$ cat config.mk
export PLATFORM = sky130hd
export DESIGN_NAME = addr_filter
export DESIGN_NICKNAME = d
export VERILOG_FILES = /design/src/rtl/addr_filter_pkg.sv /design/src/rtl/addr_filter_seq.sv /design/src/rtl/addr_filter_cmp.sv /design/src/rtl/addr_filter.sv
export SDC_FILE = /design/constraint.sdc
export NUM_CORES = 1
export LEC_CHECK = 0
export BUFFER_PORTS_ARGS = -buffer_cell sky130_fd_sc_hd__buf_4
export CAP_MARGIN = 20
export CORE_ASPECT_RATIO = 1.1
export CORE_UTILIZATION = 35
export CTS_BUF_LIST = sky130_fd_sc_hd__clkbuf_4
export CTS_CLUSTER_SIZE = 10
export DETAILED_ROUTE_END_ITERATION = 10
export GPL_ROUTABILITY_DRIVEN = 0
export PLACE_DENSITY_LB_ADDON = 0.12
export RECOVER_POWER = 100
export SETUP_SLACK_MARGIN = 0.5
export SYNTH_ARGS = -nofsm -noshare
export SYNTH_HDL_FRONTEND = slang
export SYNTH_SLANG_ARGS = --single-unit
$ cat constraint.sdc
create_clock -name clk -period 2.25 [get_ports clk]
set_input_delay 0.3375 -clock clk [delete_from_list [all_inputs] [get_ports clk]]
set_output_delay 0.3375 -clock clk [all_outputs]
set_load 0.01 [all_outputs]
$ cat src/rtl/addr_filter_pkg.sv
package addr_filter_pkg;
  localparam int BYTE_W_DEF = 8;

  typedef enum logic [1:0] {
    SEQ_LO   = 2'd0,
    SEQ_HI   = 2'd1,
    SEQ_DONE = 2'd2
  } seq_state_t;
endpackage

$ cat src/rtl/addr_filter_seq.sv
module addr_filter_seq
  import addr_filter_pkg::*;
#(
  parameter int BW = BYTE_W_DEF
) (
  input  logic            clk,
  input  logic            rst_n,
  input  logic            frame_start,
  input  logic            frame_end,
  input  logic            beat,
  input  logic            wide,
  input  logic [BW-1:0]   byte_in,
  output logic            fire,
  output logic [2*BW-1:0] full_addr
);
  seq_state_t st_q, st_base, st_d;
  logic [BW-1:0] lo_q;

  // A start pulse restarts collection in the same cycle, so a beat
  // arriving with it is taken as the first address byte.
  always_comb begin
    st_base = frame_start ? SEQ_LO : st_q;
    st_d    = st_base;
    fire    = 1'b0;
    if (beat) begin
      case (st_base)
        SEQ_LO: begin
          if (wide) begin
            st_d = SEQ_HI;
          end else begin
            st_d = SEQ_DONE;
            fire = 1'b1;
          end
        end
        SEQ_HI: begin
          st_d = SEQ_DONE;
          fire = 1'b1;
        end
        default: ;
      endcase
    end
    if (frame_end) st_d = SEQ_DONE;
  end

  assign full_addr = (st_base == SEQ_HI) ? {byte_in, lo_q} : {{BW{1'b0}}, byte_in};

  always_ff @(posedge clk) begin
    if (!rst_n) begin
      st_q <= SEQ_LO;
      lo_q <= '0;
    end else begin
      st_q <= st_d;
      if (beat && st_base == SEQ_LO) lo_q <= byte_in;
    end
  end
endmodule

$ cat src/rtl/addr_filter_cmp.sv
module addr_filter_cmp #(
  parameter int BW = 8
) (
  input  logic [2*BW-1:0] addr,
  input  logic [2*BW-1:0] station,
  input  logic [2*BW-1:0] mask,
  input  logic            wide,
  output logic            hit
);
  localparam int AW = 2 * BW;

  logic [AW-1:0] agree;
  logic          bcast;

  for (genvar i = 0; i < AW; i++) begin : g_bit
    if (i < BW) begin : g_low
      assign agree[i] = mask[i] | ~(addr[i] ^ station[i]);
    end else begin : g_high
      // Upper bits drop out of the comparison in single-byte mode.
      assign agree[i] = ~wide | mask[i] | ~(addr[i] ^ station[i]);
    end
  end

  assign bcast = wide ? (&addr) : (&addr[BW-1:0]);
  assign hit   = bcast | (&agree);
endmodule

$ cat src/rtl/addr_filter.sv
module addr_filter
  import addr_filter_pkg::*;
#(
  parameter int BYTE_W = BYTE_W_DEF,
  localparam int AW    = 2 * BYTE_W
) (
  input  logic              clk,
  input  logic              rst_n,
  input  logic              frame_start,
  input  logic              frame_end,
  input  logic              cfg_wide,
  input  logic [AW-1:0]     cfg_station,
  input  logic [AW-1:0]     cfg_mask,
  input  logic              in_valid,
  output logic              in_ready,
  input  logic [BYTE_W-1:0] in_data,
  output logic              out_valid,
  input  logic              out_ready,
  output logic [BYTE_W-1:0] out_data,
  output logic              addr_valid,
  output logic              addr_match
);
  logic          beat;
  logic          dec_fire;
  logic [AW-1:0] full_addr;
  logic          hit;

  // Stream passes straight through; the filter only observes beats.
  assign out_valid = in_valid;
  assign out_data  = in_data;
  assign in_ready  = out_ready;
  assign beat      = in_valid & out_ready;

  addr_filter_seq #(.BW(BYTE_W)) u_seq (
    .clk         (clk),
    .rst_n       (rst_n),
    .frame_start (frame_start),
    .frame_end   (frame_end),
    .beat        (beat),
    .wide        (cfg_wide),
    .byte_in     (in_data),
    .fire        (dec_fire),
    .full_addr   (full_addr)
  );

  addr_filter_cmp #(.BW(BYTE_W)) u_cmp (
    .addr    (full_addr),
    .station (cfg_station),
    .mask    (cfg_mask),
    .wide    (cfg_wide),
    .hit     (hit)
  );

  always_ff @(posedge clk) begin
    if (!rst_n) begin
      addr_valid <= 1'b0;
      addr_match <= 1'b0;
    end else begin
      addr_valid <= dec_fire;
      if (dec_fire)         addr_match <= hit;
      else if (frame_start) addr_match <= 1'b0;
    end
  end
endmodule

==> results of run 1 <==
[metrics by stage]
stage / util, % / worst slack, ns
global placement: 49.1 / 0.398
detailed placement: 49.1 / 0.351
finish: 48.9 / 0.481
floorplan: - / 0.595
global route: 48.9 / 0.355
CTS: 50.2 / 0.517
[layout make-up]
cell class | instances | area (sq um) | area share, %
Clock buffer | 3 | 22.5 | 1.51
Clock inverter | 1 | 3.75 | 0.252
Multi-Input combinational cell | 110 | 773 | 51.9
Sequential cell | 12 | 241 | 16.2
Tap cell | 34 | 42.5 | 2.86
Timing Repair Buffer | 60 | 405 | 27.2
[layer usage]
| layer | share of wire (%) | vias to the layer above | track usage [%] | wire length (um) |
|---|---|---|---|---|
| met1 | 44 | 503 | 22.3 | 1370 |
| met2 | 46 | 57 | 29.9 | 1440 |
| li1 | - | 579 | - | - |
| met3 | 7.5 | 6 | 1.68 | 232 |
| met4 | 1.8 | 0 | 8.71 | 56 |
| met5 | 0 | - | 0 | 0 |
[worst max path at each step]
stage	from	endpoint
3_5_place_dp	frame_start	addr_match
4_1_cts	u_seq.st_q[0]	addr_match
3_3_place_gp	frame_start	addr_match
2_1_floorplan	frame_start	addr_match
5_1_grt	u_seq.st_q[0]	u_seq.lo_q[3]
6_report	u_seq.st_q[0]	u_seq.lo_q[2]
[flip-flops by register name, indices dropped and copies added (netlist names)]
register / flops
addr_match: 1
u_seq.st_q: 2
addr_valid: 1
u_seq.lo_q: 8
[synthesized netlist by cell type, types with 2 or more instances]
cell      count  area, sq um
nand2_1      13         48.8
dfxtp_1      12          240
nor2b_1      11         68.8
buf_4        10         75.1
xor2_1       10         87.6
a21oi_1       9         45.0
nor2_1        9         33.8
mux2i_1       8         80.1
nand3b_1      6         45.0
xnor2_1       6         52.6
nor4bb_1      5         50.1
nand4_1       3         18.8
nor3b_1       3         22.5
a22oi_1       2         15.0
buf_2         2         10.0
clkbuf_1      2         7.51
nor3_2        2         20.0
o21ai_0       2         10.0
o21bai_1      2         15.0
o221ai_1      2         17.5
o22a_1        2         17.5
[power breakdown]
part | switching (uW) | leakage [uW] | internal, uW
clock | 74.4 | 0.0000154 | 64.3
sequential | 10.9 | 0.0000983 | 223
combinational | 81.8 | 0.000510 | 106
total | 167 | 0.000624 | 393
[worst max-delay path: stages (launching register included)]
cell and delay (ns):
dfxtp_1 0.44, nor2_1 0.08, o21bai_1 0.82, mux2i_1 0.27
nor2b_1 0.06
[logic make-up after synthesis]
group                  count (synthesis)
flip-flops                            12
XOR/XNOR                              16
multiplexers                           8
AO/OA/AOI/OAI                         25
AND/OR/NAND/NOR                       61
buffers and inverters                 15
[repair_timing]
item | in CTS | in global routing
pin swaps | 0 | 1
hold buffers | 0 | 0
resized for setup | 2 | 4
setup buffers | 0 | 1
setup endpoints to repair | 9 | 1
==> metrics.md, run 1 <==
| Metric | Value |
|---|---|
| Reg2reg end | u_seq.lo_q[2] |
| Commonest non-fill, non-tap cell in the layout | buf_4 |
| Drt drc | 0 |
| Fin cells | 220 |
| Post-DRT Antenna Nets | 0 |
| R2r setup slk | about 0.48 ns |
| Final setup vio count | 0 |
| Worst r2r src | u_seq.st_q[0] |
| Worst-path clk slew | about 0.080 ns |
| Critical Path End Type | flip-flop |
| Xor and xnor area share after synthesis | 12.6% |
| Min-delay worst type | input port to flip-flop |
| Clock buffer depth | 2 |
| DRT Pass-1 Iters | 4 |
| Cell Area, Placed | 1500 sq um |
| GRT overflow | 0 |
| Drt total wl | about 3.1 mm |
| Initial DRC Count | 52 |
| Hold Crit Depth | 2 |
| Max IR drop VDD | roughly 220 uV |
| Syn Nets | between 150 and 200 |
| # IOs | 59 |
| Via density | roughly 5.2 |
| Syn Area/Cell | approximately 8 sq um |
| Adder-cell share of the synthesized area | 0% |
| CTS tree | done |
| First-pass GRT wire length | 4.49 mm |
| Fill count | between 300 and 400 |
| Outcome | finished clean |
| NumNets Final | 234 |
| Placed cells | 215 |
| Worst-Skew Late Latency | between 0.2 and 0.3 ns |
| Post-synthesis sequential area ratio | a little over a fifth |
| Post-Syn Area | approximately 1100 sq um |
| Setup_tns | 0 ns |
| Largest net degree at the start of global routing | 13 |
| H-Tree Depth | 1 |
| Final hold violations | 0 |
| Fin area | 1490 sq um |
| Pleak | between 0.0006 and 0.0007 uW |
| Port Buffer Count | 58 |
| Commonest non-fill, non-tap cells in the layout | buf_4, nand2_1, clkbuf_1, nor2b_1, dfxtp_1 |
| CP max FO | 9 |
| Fmax | 565 MHz |
| Ant. Diodes | 0 |
| Cell count of the worst reg-to-reg path | 4 |
| Root Driver | clkbuf_4 |
| Synth Area in Compound Gates | roughly 15% |
| Unrepaired setup endpoints after global routing | false |
| Worst Tran Pin Value | roughly 1.1 ns |
| Post-synth ARST share | 0% |
| DIE WIDTH | roughly 56 um |
| Critical path type | flip-flop to flip-flop |
| # clock sinks | 12 |
| CTS buffer count | 3 |
| Yosys warns | 0 |
| Starting density of the core | approximately 37% |
| Crit start category | flip-flop |
| Initial antenna violation count | 0 |
| Largest family of logic cells by synthesized area | simple AND/OR/NAND/NOR gates |
| Core box area | approximately 3000 sq um |
| Die height | between 60 and 70 um |
| Hold slack | between 0.2 and 0.25 ns |
| Area delta synth->final | 33.6% |
| WHS Endpoint | u_seq.st_q[0] |
| Minimum clock period | between 1.5 and 2 ns |
| Power Total | between 500 and 600 uW |
| Simple-gate share of the synthesized area | between 30 and 40% |
| Fraction of synthesized area in multiplexers | around 7% |
| Via Count | around 1100 |
| Routed WL per cell | ~14 um |
| Total Routing Usage GR | between 15 and 20% |
| Rows | 21 |
| Crit path arrival time | 1.94 ns |
| #FFs+latches synth | 12 |
| CP required | roughly 2.4 ns |
| Hold_sp | frame_end |
| Gate count of the mapped netlist | between 100 and 150 |
| Fin crit share | between 70% and 80% |
| Layout cells sized above 1 | approximately 31% |
| Vias in the first global route | between 900 and 1000 |
| Slew Limit Fails | 0 |
| EDFF count, synth | 0 |
| Die area | about 3400 sq um |
| Relative slew slack | 29.6% |
| Max cap viols | 0 |
| Detail Placement HPWL | around 2.4 mm |
| Final Skew | around 0.0024 ns |
| PD cells | about 380 nW/um^2 |
| Synth unique cells | 37 |
| Primary FF master, synth | dfxtp_1 |
(Power assumes the default switching activity.)
==> run 2: changes to the inputs <==
==> constraint.sdc (replaced) <==
create_clock -name clk -period 1.7 [get_ports clk]
set_input_delay 0.255 -clock clk [delete_from_list [all_inputs] [get_ports clk]]
set_output_delay 0.255 -clock clk [all_outputs]
set_load 0.01 [all_outputs]
==> metrics.md, run 2 (same netlist as run 1, synthesis figures left out) <==
| Metric | Value |
|---|---|
| Largest net degree at the start of global routing | 13 (unchanged) |
| Crit path cell chain | nor4bb_2 > xnor2_1 > o22a_1 > o221ai_1 > o2111a_1 > nor3_2 |
| Commonest non-fill, non-tap cells in the layout | buf_4, nand2_1, clkbuf_1, xor2_1, dfxtp_1 |
| Fin cells | 225 (+2.3%) |
| Area delta synth->final | 45.6% |
| Worst Tran Pin Value | 0.306 ns (-0.748 ns) |
| Layout cells sized above 1 | 38.2% (+7.6 points) |
| Starting density of the core | 36.6% (unchanged) |
| Hold-fix buffers at CTS | 0 (unchanged) |
| Vias in the first global route | 1111 (+13%) |
| Relative slew slack | 79.6% (+50 points) |
| Fin crit share | 94.5% (+16 points) |
| GRT overflow | 0 (unchanged) |
| Drt drc | 0 (unchanged) |
| Min-delay worst type | input port to flip-flop |
| Port Buffer Count | 58 (unchanged) |
| Total Routing Usage GR | 19.4% (+2.0 points) |
| Initial DRC Count | 43 (-17%) |
| Rows | 21 (unchanged) |
| CTS tree | done |
| Max cap viols | 0 (unchanged) |
| Final Skew | 0.00285 ns (+0.000442 ns) |
| Core box area | 3050 sq um (unchanged) |
| Max IR drop VDD | 374 uV (+72%) |
| CP required | 1.91 ns (-0.51 ns) |
| Crit-path max cell delay | 0.40 ns (-0.42 ns) |
| Die area | 3420 sq um (unchanged) |
| # clock sinks | 12 (unchanged) |
| Outcome | finished clean |
| Initial antenna violation count | 0 (unchanged) |
| First-pass GRT wire length | 5.10 mm (+14%) |
| Area of the multi-input gates | 867 sq um (+12%) |
| Fill count | 297 (-9.2%) |
| Routed WL per cell | 14.7 um (+4.5%) |
| Commonest non-fill, non-tap cell in the layout | buf_4 |
| # IOs | 59 (unchanged) |
| H-Tree Depth | 1 (unchanged) |
| Via Count | 1196 (+4.5%) |
| Critical Path End Type | flip-flop |
| Via density | 5.32 (+2.1%) |
| Final setup vio count | 0 (unchanged) |
| Hold slack | 0.141 ns (-0.0935 ns) |
| Detail Placement HPWL | 2.56 mm (+7.0%) |
| Minimum clock period | 1.61 ns (-0.163 ns) |
| NumNets Final | 239 (+2.1%) |
| Sequential cell area | 248 sq um (+2.6%) |
| Cell Area, Placed | 1550 sq um (+3.8%) |
| Biggest regs | u_seq.lo_q (8), u_seq.st_q (2) |
| Clock buffer depth | 2 (unchanged) |
| Slowest-stage cell, CP | dfxtp_4 |
| Critical path type | flip-flop to flip-flop |
| CTS buffer count | 3 (unchanged) |
| Drt total wl | 3.31 mm (+6.8%) |
| Crit start category | flip-flop |
| DRT Pass-1 Iters | 4 (unchanged) |
| Final hold violations | 0 (unchanged) |
| Worst-Skew Late Latency | 0.27 ns (about the same) |
| Ant. Diodes | 0 (unchanged) |
| Pleak | 0.000671 uW (+7.5%) |
| Die height | 61.2 um (unchanged) |
| Worst-path clk slew | 0.08 ns (about the same) |
| CP max FO | 8 (-1) |
| Unrepaired setup endpoints after global routing | true |
| Setup_tns | 0 ns (unchanged) |
| Slew Limit Fails | 0 (unchanged) |
| Placed cells | 218 (+1.4%) |
| Post-layout util | 53.2% (+4.4 points) |
| Crit path arrival time | 1.81 ns (-0.13 ns) |
| Biggest register | u_seq.lo_q |
| Fin area | 1620 sq um (+9.0%) |
| Fmax | 623 MHz (+10%) |
| PD cells | 475 nW/um^2 (+26%) |
| DIE WIDTH | 55.8 um (unchanged) |
| Largest register FFs | 8 (unchanged) |
| Post-DRT Antenna Nets | 0 (unchanged) |
| Root Driver | clkbuf_4 |
[run 2: cell types whose count changed in the layout (fill, tap and decap cells not counted), sizes merged]
cell and change:
buf +4, or3b +1
[run 2: area by class of cell]
class | count | area share (%)
tap | 34 | 2.62
timing repair buffer | 64 | 27.1
clock buffer | 3 | 1.39
multi-input combinational | 111 | 53.4
clock inverter | 1 | 0.231
sequential | 12 | 15.3
[run 2: final timing paths]
kind         depth (start not counted)     startpoint  slack [ns]            end
min reg2reg                          2  u_seq.lo_q[0]        0.54  u_seq.lo_q[0]
min                                  2      frame_end        0.14  u_seq.st_q[0]
max                                  6  u_seq.st_q[1]        0.09     addr_match
max reg2reg                          6  u_seq.st_q[1]        0.09     addr_match
[run 2: what timing repair did]
action	CTS	global route
pin swaps	5	1
buffers inserted	2	0
setup endpoints to repair	10	11
cloned	1	0
resized for setup	12	2
[run 2: report_power, final]
part | total, uW | internal (uW) | switching, uW
sequential | 312 | 293 | 18.8
clock | 182 | 85.0 | 97.1
combinational | 277 | 158 | 119
total | 771 | 536 | 235
[run 2: layer usage]
layer,global-route usage [%],up-vias,part of all wire [%]
met5,0,-,0
met4,8.36,0,1.7
met3,2.31,6,7.8
li1,-,591,-
met1,25.2,540,43
met2,33.4,59,48
[run 2: worst max-delay path: cells and delay by family (launching register included)]
| kind | cells | cell delay [ns] |
|---|---|---|
| AOI/OAI and AO/OA | 3 | 0.52 |
| and+or+nand+nor | 2 | 0.46 |
| DFF | 1 | 0.40 |
| xor gates and xnor gates | 1 | 0.15 |
[run 2: metrics by stage]
stage          setup slack, ns  total power [uW]
2_1_floorplan            0.191               451
3_3_place_gp          0.000793               582
6_report                0.0938               771
3_5_place_dp           -0.0437               586
4_1_cts                 0.0907               783
5_1_grt                -0.0110               819
